## config.mk

```make
export PLATFORM = sky130hd
export DESIGN_NAME = mbm_top
export DESIGN_NICKNAME = d
export VERILOG_FILES = /design/src/rtl/mbm_pkg.sv /design/src/rtl/mbm_seq.sv /design/src/rtl/mbm_pins.sv /design/src/rtl/mbm_top.sv
export SDC_FILE = /design/constraint.sdc
export NUM_CORES = 1
export LEC_CHECK = 0
export BUFFER_PORTS_ARGS = -buffer_cell sky130_fd_sc_hd__buf_2
export CAP_MARGIN = 25
export CORE_MARGIN = 1.5
export CORE_UTILIZATION = 30
export CTS_CLUSTER_DIAMETER = 30
export DETAILED_ROUTE_END_ITERATION = 8
export PLACE_DENSITY = 0.53
export REMOVE_ABC_BUFFERS = 1
export SYNTH_ARGS = -nofsm -noshare
export SYNTH_HDL_FRONTEND = slang
export SYNTH_SLANG_ARGS = --single-unit
```

## constraint.sdc

```tcl
create_clock -name clk_i -period 1.8 [get_ports clk_i]
set_clock_uncertainty 0.1 [all_clocks]
set_input_delay 0.18 -clock clk_i [delete_from_list [all_inputs] [get_ports clk_i]]
set_output_delay 0.18 -clock clk_i [all_outputs]
set_load 0.005 [all_outputs]
```

## src/rtl/mbm_pkg.sv

```systemverilog
`timescale 1ns/1ps
package mbm_pkg;
  typedef enum logic [2:0] {
    ST_IDLE = 3'd0,
    ST_ADDR = 3'd1,
    ST_HOLD = 3'd2,
    ST_DATA = 3'd3,
    ST_TURN = 3'd4
  } mbm_state_e;
endpackage

```

## src/rtl/mbm_seq.sv

```systemverilog
`timescale 1ns/1ps
module mbm_seq
  import mbm_pkg::*;
#(
  parameter int ADDR_SETUP = 1,
  parameter int ADDR_HOLD  = 0,
  parameter int DATA_SETUP = 4,
  parameter int TURNAROUND = 0
) (
  input  logic       clk_i,
  input  logic       rst_ni,
  input  logic       start_i,
  output mbm_state_e state_q_o,
  output mbm_state_e state_d_o,
  output logic       last_data_o
);
  localparam int MAX_AB  = (ADDR_SETUP > ADDR_HOLD) ? ADDR_SETUP : ADDR_HOLD;
  localparam int MAX_DT  = (DATA_SETUP > TURNAROUND) ? DATA_SETUP : TURNAROUND;
  localparam int MAX_LEN = (MAX_AB > MAX_DT) ? MAX_AB : MAX_DT;
  localparam int CNT_W   = (MAX_LEN > 1) ? $clog2(MAX_LEN) : 1;

  localparam logic [CNT_W-1:0] LD_ADDR = CNT_W'(ADDR_SETUP - 1);
  localparam logic [CNT_W-1:0] LD_HOLD = (ADDR_HOLD > 0) ? CNT_W'(ADDR_HOLD - 1) : '0;
  localparam logic [CNT_W-1:0] LD_DATA = CNT_W'(DATA_SETUP - 1);
  localparam logic [CNT_W-1:0] LD_TURN = (TURNAROUND > 0) ? CNT_W'(TURNAROUND - 1) : '0;

  mbm_state_e       state_q, state_d;
  logic [CNT_W-1:0] cnt_q, cnt_d;
  logic             cnt_zero;

  assign cnt_zero = (cnt_q == '0);

  always_comb begin
    state_d = state_q;
    cnt_d   = cnt_zero ? cnt_q : cnt_q - 1'b1;
    unique case (state_q)
      ST_IDLE: begin
        cnt_d = '0;
        if (start_i) begin
          state_d = ST_ADDR;
          cnt_d   = LD_ADDR;
        end
      end
      ST_ADDR: if (cnt_zero) begin
        if (ADDR_HOLD > 0) begin
          state_d = ST_HOLD;
          cnt_d   = LD_HOLD;
        end else begin
          state_d = ST_DATA;
          cnt_d   = LD_DATA;
        end
      end
      ST_HOLD: if (cnt_zero) begin
        state_d = ST_DATA;
        cnt_d   = LD_DATA;
      end
      ST_DATA: if (cnt_zero) begin
        if (TURNAROUND > 0) begin
          state_d = ST_TURN;
          cnt_d   = LD_TURN;
        end else begin
          state_d = ST_IDLE;
        end
      end
      ST_TURN: if (cnt_zero) state_d = ST_IDLE;
      default: state_d = ST_IDLE;
    endcase
  end

  always_ff @(posedge clk_i or negedge rst_ni) begin
    if (!rst_ni) begin
      state_q <= ST_IDLE;
      cnt_q   <= '0;
    end else begin
      state_q <= state_d;
      cnt_q   <= cnt_d;
    end
  end

  assign state_q_o   = state_q;
  assign state_d_o   = state_d;
  assign last_data_o = (state_q == ST_DATA) && cnt_zero;

  // a cycle only starts from idle
  p_start_from_idle_r7: assert property (@(posedge clk_i) disable iff (!rst_ni)
    (state_q == ST_ADDR && $past(state_q) != ST_ADDR) |-> $past(state_q) == ST_IDLE);
  // data phase is always entered from the address side
  p_data_entry_r4: assert property (@(posedge clk_i) disable iff (!rst_ni)
    (state_q == ST_DATA && $past(state_q) != ST_DATA) |->
      ($past(state_q) == ST_ADDR || $past(state_q) == ST_HOLD));
endmodule

```

## src/rtl/mbm_pins.sv

```systemverilog
`timescale 1ns/1ps
module mbm_pins
  import mbm_pkg::*;
#(
  parameter int ADDR_W = 17,
  parameter int DATA_W = 16
) (
  input  logic              clk_i,
  input  logic              rst_ni,
  input  mbm_state_e        state_d_i,
  input  logic              accept_i,
  input  logic              last_data_i,
  input  logic              req_write_i,
  input  logic [ADDR_W-1:0] req_addr_i,
  input  logic [DATA_W-1:0] req_wdata_i,
  input  logic [DATA_W-1:0] ad_i,
  output logic              cs_no,
  output logic              adv_no,
  output logic              oe_no,
  output logic              we_no,
  output logic [DATA_W-1:0] ad_o,
  output logic              ad_oe_o,
  output logic [DATA_W-1:0] rdata_o,
  output logic              done_o
);
  logic              wr_q;
  logic [DATA_W-1:0] haddr_q, wdata_q;
  logic              cur_wr;
  logic [DATA_W-1:0] cur_haddr, cur_wdata;

  // halfword port: drop byte-lane bit
  always_ff @(posedge clk_i or negedge rst_ni) begin
    if (!rst_ni) begin
      wr_q    <= 1'b0;
      haddr_q <= '0;
      wdata_q <= '0;
    end else if (accept_i) begin
      wr_q    <= req_write_i;
      haddr_q <= DATA_W'(req_addr_i >> 1);
      wdata_q <= req_wdata_i;
    end
  end

  assign cur_wr    = accept_i ? req_write_i : wr_q;
  assign cur_haddr = accept_i ? DATA_W'(req_addr_i >> 1) : haddr_q;
  assign cur_wdata = accept_i ? req_wdata_i : wdata_q;

  // pins registered from next state: glitch-free at the pads
  always_ff @(posedge clk_i or negedge rst_ni) begin
    if (!rst_ni) begin
      cs_no   <= 1'b1;
      adv_no  <= 1'b1;
      oe_no   <= 1'b1;
      we_no   <= 1'b1;
      ad_o    <= '0;
      ad_oe_o <= 1'b0;
    end else begin
      cs_no   <= 1'b1;
      adv_no  <= 1'b1;
      oe_no   <= 1'b1;
      we_no   <= 1'b1;
      ad_o    <= '0;
      ad_oe_o <= 1'b0;
      unique case (state_d_i)
        ST_ADDR: begin
          cs_no   <= 1'b0;
          adv_no  <= 1'b0;
          ad_o    <= cur_haddr;
          ad_oe_o <= 1'b1;
        end
        ST_HOLD: begin
          cs_no   <= 1'b0;
          ad_o    <= cur_haddr;
          ad_oe_o <= 1'b1;
        end
        ST_DATA: begin
          cs_no <= 1'b0;
          if (cur_wr) begin
            we_no   <= 1'b0;
            ad_o    <= cur_wdata;
            ad_oe_o <= 1'b1;
          end else begin
            oe_no <= 1'b0;
          end
        end
        default: ;
      endcase
    end
  end

  always_ff @(posedge clk_i or negedge rst_ni) begin
    if (!rst_ni) begin
      done_o  <= 1'b0;
      rdata_o <= '0;
    end else begin
      done_o <= last_data_i;
      if (last_data_i && !wr_q) rdata_o <= ad_i;
    end
  end

  p_adv_in_cs_r9: assert property (@(posedge clk_i) disable iff (!rst_ni)
    !adv_no |-> !cs_no);
  p_one_strobe_r9: assert property (@(posedge clk_i) disable iff (!rst_ni)
    !we_no |-> oe_no);
  p_read_release_r5: assert property (@(posedge clk_i) disable iff (!rst_ni)
    !oe_no |-> !ad_oe_o);
  p_write_drive_r4: assert property (@(posedge clk_i) disable iff (!rst_ni)
    !we_no |-> ad_oe_o);
  p_done_single_r6: assert property (@(posedge clk_i) disable iff (!rst_ni)
    done_o |=> !done_o);
  p_done_after_strobe_r6: assert property (@(posedge clk_i) disable iff (!rst_ni)
    done_o |-> (cs_no && we_no && oe_no && ($past(!oe_no) || $past(!we_no))));
endmodule

```

## src/rtl/mbm_top.sv

```systemverilog
`timescale 1ns/1ps
module mbm_top
  import mbm_pkg::*;
#(
  parameter int ADDR_W     = 17,
  parameter int DATA_W     = 16,
  parameter int ADDR_SETUP = 1,
  parameter int ADDR_HOLD  = 0,
  parameter int DATA_SETUP = 4,
  parameter int TURNAROUND = 0
) (
  input  logic              clk_i,
  input  logic              rst_ni,
  input  logic              req_valid_i,
  input  logic              req_write_i,
  input  logic [ADDR_W-1:0] req_addr_i,
  input  logic [DATA_W-1:0] req_wdata_i,
  output logic              ready_o,
  output logic [DATA_W-1:0] rdata_o,
  output logic              done_o,
  output logic              cs_no,
  output logic              adv_no,
  output logic              oe_no,
  output logic              we_no,
  output logic [DATA_W-1:0] ad_o,
  output logic              ad_oe_o,
  input  logic [DATA_W-1:0] ad_i
);
  mbm_state_e state_q, state_d;
  logic       last_data, accept;

  assign ready_o = (state_q == ST_IDLE);
  assign accept  = req_valid_i && ready_o;

  mbm_seq #(
    .ADDR_SETUP(ADDR_SETUP),
    .ADDR_HOLD (ADDR_HOLD),
    .DATA_SETUP(DATA_SETUP),
    .TURNAROUND(TURNAROUND)
  ) u_seq (
    .clk_i      (clk_i),
    .rst_ni     (rst_ni),
    .start_i    (accept),
    .state_q_o  (state_q),
    .state_d_o  (state_d),
    .last_data_o(last_data)
  );

  mbm_pins #(
    .ADDR_W(ADDR_W),
    .DATA_W(DATA_W)
  ) u_pins (
    .clk_i      (clk_i),
    .rst_ni     (rst_ni),
    .state_d_i  (state_d),
    .accept_i   (accept),
    .last_data_i(last_data),
    .req_write_i(req_write_i),
    .req_addr_i (req_addr_i),
    .req_wdata_i(req_wdata_i),
    .ad_i       (ad_i),
    .cs_no      (cs_no),
    .adv_no     (adv_no),
    .oe_no      (oe_no),
    .we_no      (we_no),
    .ad_o       (ad_o),
    .ad_oe_o    (ad_oe_o),
    .rdata_o    (rdata_o),
    .done_o     (done_o)
  );

  p_idle_quiet_r1: assert property (@(posedge clk_i) disable iff (!rst_ni)
    ready_o |-> (cs_no && adv_no && oe_no && we_no && !ad_oe_o));
  p_busy_not_ready_r7: assert property (@(posedge clk_i) disable iff (!rst_ni)
    (!cs_no) |-> !ready_o);
endmodule

```

# [After elaboration in Yosys (flattened, before gate mapping)]
# Index checks and enable logic that the tools add are counted.
[totals] regBits=76 inputBits=53 out_inout_bits=39 word_cells=50
[op_classes] n_addsub=1 n_eq_ne=7 muxes=19 reduce_logical=10
[op_table] cell="$mux 16" count=3
[op_table] cell="$pmux 16 s2" count=1
[op_table] cell="$eq 3x2->1 const B" count=4
[op_table] cell="$mux 3" count=3
[op_table] cell="$pmux 3 s3" count=1
[op_table] cell="$mux 1" count=7
[op_table] cell="$eq 3x1->1 const B" count=2
[op_table] cell="$reduce_or 2->1" count=3
[op_table] cell="$mux 2" count=2
[op_table] cell="$pmux 2 s2" count=1
[op_table] cell="$eq 3x3->1 const B" count=1
[op_table] cell="$logic_and 1x1->1" count=3
[op_table] cell="$logic_not 3->1" count=1
[op_table] cell="$reduce_or 3->1" count=1
[op_table] cell="$logic_not 2->1" count=1
[op_table] cell="$pmux 1 s2" count=1
[op_table] cell="$sub 2x1->2 const B" count=1
[op_table] cell="$logic_not 1->1" count=1

# [Depth between registers and ports, before layout]
# Gate-level depths: netlist of the first run.
[depth] word_depth=7 depth_mapped=8 ltp_nobuf=5

# [Modules after synthesis]
# A second synthesis of the first run with hierarchy kept.
[unflattened] cells_unflattened=218 hier_area_um2=3110.5
[by_module_without_submodules] mod="mbm_pins" instances=1 cells_per_inst=189 area_each_um2=2781.4 seq_area_each_um2=1781.7
[by_module_without_submodules] mod="mbm_seq" instances=1 cells_per_inst=27 area_each_um2=309.0 seq_area_each_um2=125.1
[by_module_without_submodules] mod="mbm_top" instances=1 cells_per_inst=2 area_each_um2=20.0 seq_area_each_um2=0.0

# [Worst setup path before layout of the first run]
# Ideal clock, no wire load.
[synth_timing] path_kind="flip-flop to flip-flop" start="register u_seq.cnt_q[0]" end="register u_pins.rdata_o[10]" setup_time_ns=0.127 arrival_time_ns=1.672 path_slack_ns=-0.100 path_stages_with_launch=9 n_path_buf=3 period_less_slack_ns=1.900 path_cell_list="dfrtp_1 > inv_1 > ha_1 > buf_2 > and4b_1 > nor2b_1 > buf_2 > buf_6 > mux2_1"
[synth_via] elab_chain_len=3
[synth_lines] item="from (decl)" line_no="mbm_seq.sv:28" text="logic [CNT_W-1:0] cnt_q, cnt_d;"
[synth_lines] item="from (signal assigned)" line_no="mbm_seq.sv:76" text="cnt_q <= cnt_d;"
[synth_lines] item="$logic_not 2->1" line_no="mbm_seq.sv:31" text="assign cnt_zero = (cnt_q == '0);"
[synth_lines] item="$logic_and 1x1->1" line_no="mbm_seq.sv:82" text="assign last_data_o = (state_q == ST_DATA) && cnt_zero;"
[synth_lines] item="via last_data" line_no="mbm_top.sv:30" text="logic last_data, accept;"
[synth_lines] item="$logic_and 1x1->1" line_no="mbm_pins.sv:97" text="if (last_data_i && !wr_q) rdata_o <= ad_i;"
[synth_lines] item="to (signal assigned)" line_no="mbm_pins.sv:97"
[synth_lines] item="to (decl)" line_no="mbm_pins.sv:23" text="output logic [DATA_W-1:0] rdata_o,"
# The timed path passes the listed nets, and every way through them passes these cells.
# A chain may end at the register's enable or synchronous reset.

# [Final worst setup path of the first run]
[layout_timing] start="register u_seq.state_q[0] (netlist: u_seq.state_q_o[0])" end="register u_pins.ad_o[9]"
[layout_via] elab_chain_len=7 elab_cells_between_ends=21
[layout_lines] item="from (decl)" line_no="mbm_seq.sv:27" text="mbm_state_e state_q, state_d;"
[layout_lines] item="from (signal assigned)" line_no="mbm_seq.sv:75" text="state_q <= state_d;"
[layout_lines] item="$logic_not 3->1" line_no="mbm_seq.sv:36, mbm_top.sv:32"
[layout_lines] item="$logic_and 1x1->1" line_no="mbm_top.sv:33" text="assign accept = req_valid_i && ready_o;"
[layout_lines] item="$mux 3" line_no="mbm_seq.sv:39" text="if (start_i) begin"
[layout_lines] item="$pmux 3 s3" line_no="mbm_seq.sv:36" text="unique case (state_q)"
[layout_lines] item="$eq 3x1->1 or $eq 3x2->1 (tied branches)" line_no="mbm_pins.sv:64" text="unique case (state_d_i)"
[layout_lines] item="$reduce_or 2->1 (no source line)"
[layout_lines] item="$pmux 16 s2 (*)" line_no="mbm_pins.sv:64"
[layout_lines] item="to (signal assigned)" line_no="mbm_pins.sv:68" text="ad_o <= cur_haddr;"
[layout_lines] item="to (signal assigned)" line_no="mbm_pins.sv:73" text="ad_o <= cur_haddr;"
[layout_lines] item="to (signal assigned)" line_no="mbm_pins.sv:80" text="ad_o <= cur_wdata;"
[layout_lines] item="to (decl)" line_no="mbm_pins.sv:21" text="output logic [DATA_W-1:0] ad_o,"
# Mark *: on every way between the ends. The rest lies on a longest branch, timed or not.

==> flow_metrics.py, run 1 <==
metrics = {
    "power": {
        "p_sw_share_pct": 32.61,
        "ir_drop_uv": 605.0,
        "p_switching_mw": 2.537,
        "pwr-share-comb_pct": 48.0,
        "p_seq_share_pct": 37.1,
        "p_leak_nw": 2.385,
        "power_mw": 7.778,
        "internal_power_mw": 5.242,
        "clockPowerShare_pct": 14.9,
        "p_per_area_nw_per_um2": 1546,
    },
    "placement": {
        "dpl.hpwl_mm": 4.813,
        "dp.cells": 495,
        "dpl_worst_slack_ns": -0.2120,
        "io_buffer_count": 90,
        "place_congestion": 0.7493,
    },
    "drt": {
        "wire_per_inst_um": 13.60,
        "drcViolationCount": 0,
        "firstDrtPassIters": 4,
        "ant_nets": 0,
        "vias": 2502,
        "vias_per_cell": 4.382,
        "drtIter0Drc": 83,
        "routed_wl_mm": 7.766,
    },
    "sta": {
        "fmax_mhz": 559.8,
        "layout_setup_ws_ns": 0.01361,
        "maxSlewViolCount": 0,
        "finalSetupViolations": 0,
        "rsz0062_at_grt": "true",
        "fin_crit_sh_pct": 99.24,
        "whs_ns": 0.1739,
        "relSlewSlack_pct": 64.60,
        "tightest_slew_ns": 0.5310,
        "hold_viol_final": 0,
        "period_minus_slack_ns": 1.786,
    },
    "global_route": {
        "grt_antenna_before_repair": 0,
        "grt_use_total_pct": 13.31,
        "grt_pass1_wl_mm": 11.81,
        "gr-total-overflow": 0,
        "grt_max_degree": 42,
        "grt_pass1_vias": 2511,
    },
    "setup_path": {
        "critPathLaunch": "u_seq.state_q_o[0]$_DFF_PN0_",
        "criticalPathCategory": "flip-flop to flip-flop",
        "r2r_end": "u_pins.ad_o[9]$_DFF_PN0_",
        "crit_path_cell_trace": "nor4b_4 -> buf_12 -> buf_12 -> mux2_2 -> o22ai_1",
        "cp_slowest_stage_delay_ns": 0.46,
        "ff2ff_path_depth": 5,
        "r2r-start": "u_seq.state_q_o[0]$_DFF_PN0_",
        "endpoint_kind": "flip-flop",
        "worst_ep_required_time_ns": 1.97,
        "cp.arrival_ns": 1.96,
        "critPathCapture": "u_pins.ad_o[9]$_DFF_PN0_",
        "r2r_slack_ns": 0.01,
        "cpMostUsedCell": "buf_12",
        "start_kind": "flip-flop",
        "cp_max_fo": 11,
        "cp_slowest_cell": "dfrtp_2",
    },
    "yosys": {
        "yosys_warnings": 0,
        "synthTopCellsByArea": "dfrtp_1 54%, mux2_1 13%, mux2i_1 5.1%, nand2_1 3.8%, mux2_2 3.4%",
        "yosys.area.top_type": "dfrtp_1",
        "synth_common_cells": "72 x dfrtp_1, 38 x mux2_1, 34 x nand2_1, 20 x inv_1, 17 x mux2i_1",
        "synth.most_common_cell": "dfrtp_1",
        "synth_edf_count": 0,
        "synthArstFlopShare_pct": 100.0,
        "synth-main-ff-cell": "dfrtp_1",
        "syn_inst": 265,
        "ys_seq_area_share_pct": 57.21,
        "synth_top_area_share_pct": 54.05,
        "syn_area_um2": 3333,
        "ys_ff_latch": 76,
        "postSynthAreaPerCell_um2": 12.58,
        "synth.distinct_cells": 34,
    },
    "cells_and_area": {
        "seq_area_um2": 1908,
        "final_cell_count_no_fill": 571,
        "drive_gt1_share_pct": 42.92,
        "final_nets": 482,
        "num-fill-cells": 1008,
        "diodes": 0,
        "multi_input_area_um2": 1405,
        "area_delta_synth_final_pct": 50.90,
    },
    "worst_hold_path": {
        "hold_class": "input port to flip-flop",
    },
    "clock_network": {
        "clockBufferDepth": 2,
        "htree_num_levels": 3,
        "cts_tree": "yes",
        "cts_buffers": 9,
        "cts.sink_count": 76,
        "cts.clk_slew.worst_paths_ns": 0.07,
        "insertion_delay_ns": 0.35,
        "cts-root-buf": "clkbuf_8",
    },
    "status": {
        "status": "complete, no violations",
    },
    "die": {
        "dieArea_um2": 11750,
        "core_region_area_um2": 10840,
        "ioPinCount": 92,
        "initial_utilization_pct": 30.75,
        "dieHeight_um": 108.4,
        "rows": 38,
        "die_w_um": 108.4,
    },
    "run": {
        "cap_violations": 0,
    },
}
[metrics by stage]
step / area (um2) / TNS [ns] / utilization (%)
global placement: 4078 / -3.270 / 37.62
finish: 5030 / 0 / 46.40
global route: 5030 / -0.3706 / 46.40
floorplan: 3212 / -79.42 / -
detailed placement: 4078 / -4.399 / 37.62
CTS: 4811 / 0 / 44.38
[layout by cell type (no fill, tap or decap), types with 3 or more instances in the layout]
cell,count
inv_1,18
nand2_1,34
clkbuf_8,11
mux2i_1,12
dfrtp_1,71
buf_12,8
mux2i_2,4
dfstp_2,4
buf_4,23
mux2_1,19
buf_2,89
nor2b_1,3
dlygate4sd3_1,49
mux2_4,26
clkbuf_1,3
mux2_2,3
o22ai_1,14
[worst min path at each step]
stage	startpoint	end	slack [ns]	cells past startpoint
2_1_floorplan	rst_ni	u_pins.ad_o[0]$_DFF_PN0_	-0.22	0
3_3_place_gp	rst_ni	u_pins.haddr_q[11]$_DFF_PN0_	0.11	1
3_5_place_dp	rst_ni	u_pins.haddr_q[11]$_DFF_PN0_	0.11	1
4_1_cts	req_valid_i	u_seq.state_q_o[0]$_DFF_PN0_	0.16	3
5_1_grt	req_valid_i	u_seq.state_q_o[0]$_DFF_PN0_	0.18	3
6_report	req_valid_i	u_seq.state_q_o[0]$_DFF_PN0_	0.17	3
[area by class of cell]
| type | count | share of cell area [%] |
|---|---|---|
| Sequential cell | 76 | 37.94 |
| Multi-Input combinational cell | 149 | 27.94 |
| Timing Repair Buffer | 170 | 25.72 |
| Tap cell | 140 | 3.483 |
| Clock buffer | 14 | 3.234 |
| Inverter | 20 | 1.493 |
| Clock inverter | 2 | 0.1990 |
[power by group through the flow]
| stage | sequential, mW | combinational, mW | clock, mW |
|---|---|---|---|
| 3_5_place_dp | 2.88 | 2.99 | 0 |
| 3_3_place_gp | 2.86 | 2.93 | 0 |
| 5_1_grt | 2.97 | 4.09 | 1.25 |
| 6_report | 2.89 | 3.73 | 1.16 |
| 2_1_floorplan | 2.97 | 1.64 | 0 |
| 4_1_cts | 2.85 | 3.28 | 1.21 |
[worst max-delay path, delay by kind of cell, from the launching register on]
family | cells | cell delay [ns]
and+or+nand+nor | 1 | 0.35
DFF | 1 | 0.46
buffers and inverters | 2 | 0.33
AOI/OAI and AO/OA | 1 | 0.13
muxes | 1 | 0.33
[state kept, by name, indices dropped and copies added, names as in the netlist]
| signal | count |
|---|---|
| u_pins.oe_no | 1 |
| u_seq.state_q_o | 3 |
| u_pins.done_o | 1 |
| u_pins.cs_no | 1 |
| u_pins.we_no | 1 |
| u_pins.haddr_q | 16 |
| u_pins.wdata_q | 16 |
| u_pins.adv_no | 1 |
| u_pins.rdata_o | 16 |
| u_pins.ad_o | 16 |
| u_pins.wr_q | 1 |
| u_pins.ad_oe_o | 1 |
| u_seq.cnt_q | 2 |
[routing by layer]
layer	vias to the layer above	GRT usage (%)	part of all wire, %
li1	1225	-	-
met1	1218	15.64	43
met2	46	22.60	51
met3	13	2.411	3.3
met4	0	7.895	2.3
met5	-	0	0
[kinds of logic (layout without fill, tap and decap cells)]
| family | after synthesis | count (layout) | share of synthesized area, % |
|---|---|---|---|
| DFF | 76 | 76 | 57.21 |
| adders and majority gates | 3 | 3 | 1.126 |
| buffers and inverters | 40 | 206 | 5.893 |
| and+or+nand+nor | 52 | 52 | 7.921 |
| muxes | 65 | 65 | 21.32 |
| xor gates and xnor gates | 1 | 1 | 0.2628 |
| AOI/OAI and AO/OA | 28 | 28 | 6.269 |
[what timing repair did]
item                       CTS  global route
resized for setup            7            38
buffers inserted             4             6
setup endpoints to repair   34            35
cloned                       0             1
hold endpoints to repair    82             0
pin swaps                    1             3
hold buffers                49             0
No activity file was read; power rests on OpenSTA's default activity.
==> run 2: changes to the inputs <==
--- a/config.mk
+++ b/config.mk
@@ -11,7 +11,7 @@
 export CORE_UTILIZATION = 30
 export CTS_CLUSTER_DIAMETER = 30
 export DETAILED_ROUTE_END_ITERATION = 8
-export PLACE_DENSITY = 0.53
+export PLACE_DENSITY = 0.51
 export REMOVE_ABC_BUFFERS = 1
 export SYNTH_ARGS = -nofsm -noshare
 export SYNTH_HDL_FRONTEND = slang
==> constraint.sdc (replaced) <==
create_clock -name clk_i -period 1.81 [get_ports clk_i]
set_clock_uncertainty 0.1 [all_clocks]
set_input_delay 0.181 -clock clk_i [delete_from_list [all_inputs] [get_ports clk_i]]
set_output_delay 0.181 -clock clk_i [all_outputs]
set_load 0.005 [all_outputs]
==> run 2 against run 1 <==
Compared with the run above:
- sequential share of layout area increased by 0.23 points
- critical path depth stayed put
- hold slack improved by 0.030 ns
- combinational power decreased by 8.0%
- die area did not move
- critical path type unchanged
- largest power group unchanged
- highest routed layer unchanged
==> flow_metrics.py, run 2 (same netlist as run 1, synthesis figures left out) <==
metrics = {
    "setup_path": {
        "r2r_slack_ns": 0.06,
        "cp_max_fo": 5,
        "ff2ff_path_depth": 5,
        "r2r_end": "u_pins.ad_o[12]$_DFF_PN0_",
        "critPathLaunch": "u_seq.state_q_o[1]$_DFF_PN0_",
        "start_kind": "flip-flop",
        "cp_slowest_cell": "dfrtp_2",
        "cp.arrival_ns": 1.92,
        "worstSetupPathDepth": 5,
        "crit_path_cell_trace": "nor4b_4 -> buf_6 -> clkbuf_16 -> mux2_1 -> o22ai_1",
        "criticalPathCategory": "flip-flop to flip-flop",
        "cp_slowest_stage_delay_ns": 0.44,
        "critPathTopFamily": "flip-flops",
        "r2r-start": "u_seq.state_q_o[1]$_DFF_PN0_",
        "endpoint_kind": "flip-flop",
        "worst_ep_required_time_ns": 1.98,
        "critPathCapture": "u_pins.ad_o[12]$_DFF_PN0_",
        "path_buf_inv": 2,
    },
    "die": {
        "core_region_area_um2": 10840,
        "die_w_um": 108.4,
        "ioPinCount": 92,
        "rows": 38,
        "dieHeight_um": 108.4,
        "dieArea_um2": 11750,
        "initial_utilization_pct": 30.75,
    },
    "clock_network": {
        "cts_tree": "yes",
        "cts-root-buf": "clkbuf_8",
        "htree_num_levels": 3,
        "cts.sink_count": 76,
        "insertion_delay_ns": 0.35,
        "cts.clk_slew.worst_paths_ns": 0.08,
        "clockBufferDepth": 2,
        "cts_buffers": 9,
    },
    "global_route": {
        "grt_pass1_wl_mm": 12.13,
        "grt_pass1_vias": 2593,
        "grt_antenna_before_repair": 0,
        "grt_use_total_pct": 13.67,
        "met3_usage_pct": 3.315,
        "grt_use_met2_pct": 24.30,
        "grt_max_degree": 34,
        "grt_busiest_layer": "met2",
        "gr-total-overflow": 0,
        "grtUsageMet1_pct": 15.17,
    },
    "sta": {
        "tightest_slew_ns": 0.4417,
        "hold_viol_final": 0,
        "period_minus_slack_ns": 1.745,
        "fin_crit_sh_pct": 96.43,
        "fmax_mhz": 572.9,
        "rsz0062_at_grt": "true",
        "relSlewSlack_pct": 70.55,
        "maxSlewViolCount": 0,
        "finalSetupViolations": 0,
    },
    "cells_and_area": {
        "multi_input_area_um2": 1321,
        "drive_gt1_share_pct": 39.11,
        "final_common_cell": "buf_2",
        "final_util_pct": 46.18,
        "area_delta_synth_final_pct": 50.19,
        "diodes": 0,
        "final_cell_count_no_fill": 567,
        "final_cell_mix": "89 x buf_2, 69 x dfrtp_1, 49 x dlygate4sd3_1, 35 x mux2_1, 34 x nand2_1",
        "seq_area_um2": 1911,
        "final_nets": 478,
        "num-fill-cells": 994,
    },
    "placement": {
        "place_congestion": 0.7178,
        "io_buffer_count": 90,
        "dp.cells": 492,
        "dpl.hpwl_mm": 4.693,
    },
    "drt": {
        "drtIter0Drc": 41,
        "ant_nets": 0,
        "routed_wl_mm": 7.879,
        "wire_per_inst_um": 13.90,
        "firstDrtPassIters": 4,
        "drcViolationCount": 0,
        "vias": 2507,
        "vias_per_cell": 4.422,
    },
    "worst_hold_path": {
        "hold_class": "input port to asynchronous set/reset pin",
    },
    "power": {
        "p_per_area_nw_per_um2": 1591,
        "p_leak_nw": 2.325,
        "ir_drop_uv": 555.9,
    },
    "status": {
        "status": "complete, no violations",
    },
    "run": {
        "cap_violations": 0,
    },
}
==> run 2: area by class of cell <==
type / count / share of cell area (%)
Inverter: 20 / 1.500
Sequential cell: 76 / 38.17
Timing Repair Buffer: 166 / 25.14
Clock buffer: 12 / 2.899
Clock inverter: 4 / 2.399
Multi-Input combinational cell: 149 / 26.39
Tap cell: 140 / 3.499
==> run 2: repair_timing <==
| item | 4_1_cts | 5_1_grt |
|---|---|---|
| pin swaps | 4 | 3 |
| gates resized for setup | 8 | 18 |
| hold endpoints to repair | 77 | 0 |
| hold buffers | 49 | 0 |
| setup endpoints to repair | 35 | 51 |
| buffers inserted | 6 | 1 |
| gates cloned | 1 | 3 |
==> run 2: how the worst min path moves through the flow <==
stage / slack, ns / startpoint / to
3_5_place_dp: 0.06 / rst_ni / u_pins.haddr_q[3]$_DFF_PN0_
4_1_cts: 0.17 / req_valid_i / u_seq.state_q_o[0]$_DFF_PN0_
5_1_grt: 0.22 / req_valid_i / u_seq.state_q_o[0]$_DFF_PN0_
6_report: 0.20 / rst_ni / u_pins.haddr_q[3]$_DFF_PN0_
2_1_floorplan: -0.21 / rst_ni / u_pins.ad_o[0]$_DFF_PN0_
3_3_place_gp: 0.06 / rst_ni / u_pins.haddr_q[3]$_DFF_PN0_
==> run 2: where the power goes <==
group	leakage (nW)	internal [mW]	switching [mW]	total (mW)
registers	0.918	2.53	0.308	2.84
clock network	0.131	1.09	0.596	1.69
logic	1.28	1.85	1.58	3.43
==> run 2: layer usage <==
metal / vias up / wire, um
li1: 1220 / -
met1: 1216 / 3375
met2: 58 / 4059
met3: 13 / 307
met4: 0 / 138
met5: - / 0
==> run 2: metrics by stage <==
| stage | power [mW] | hold slack, ns | worst slack, ns | cell area, um2 | setup TNS, ns |
|---|---|---|---|---|---|
| 3_3_place_gp | 5.685 | 0.05785 | -0.1174 | 4005 | -2.600 |
| 6_report | 7.965 | 0.2042 | 0.06462 | 5006 | 0 |
| 2_1_floorplan | 4.578 | -0.2146 | -1.536 | 3212 | -78.74 |
| 3_5_place_dp | 5.775 | 0.05991 | -0.2303 | 4005 | -4.851 |
| 5_1_grt | 8.515 | 0.2239 | -0.03665 | 5006 | -0.07075 |
| 4_1_cts | 7.879 | 0.1739 | 0.03071 | 4886 | 0 |
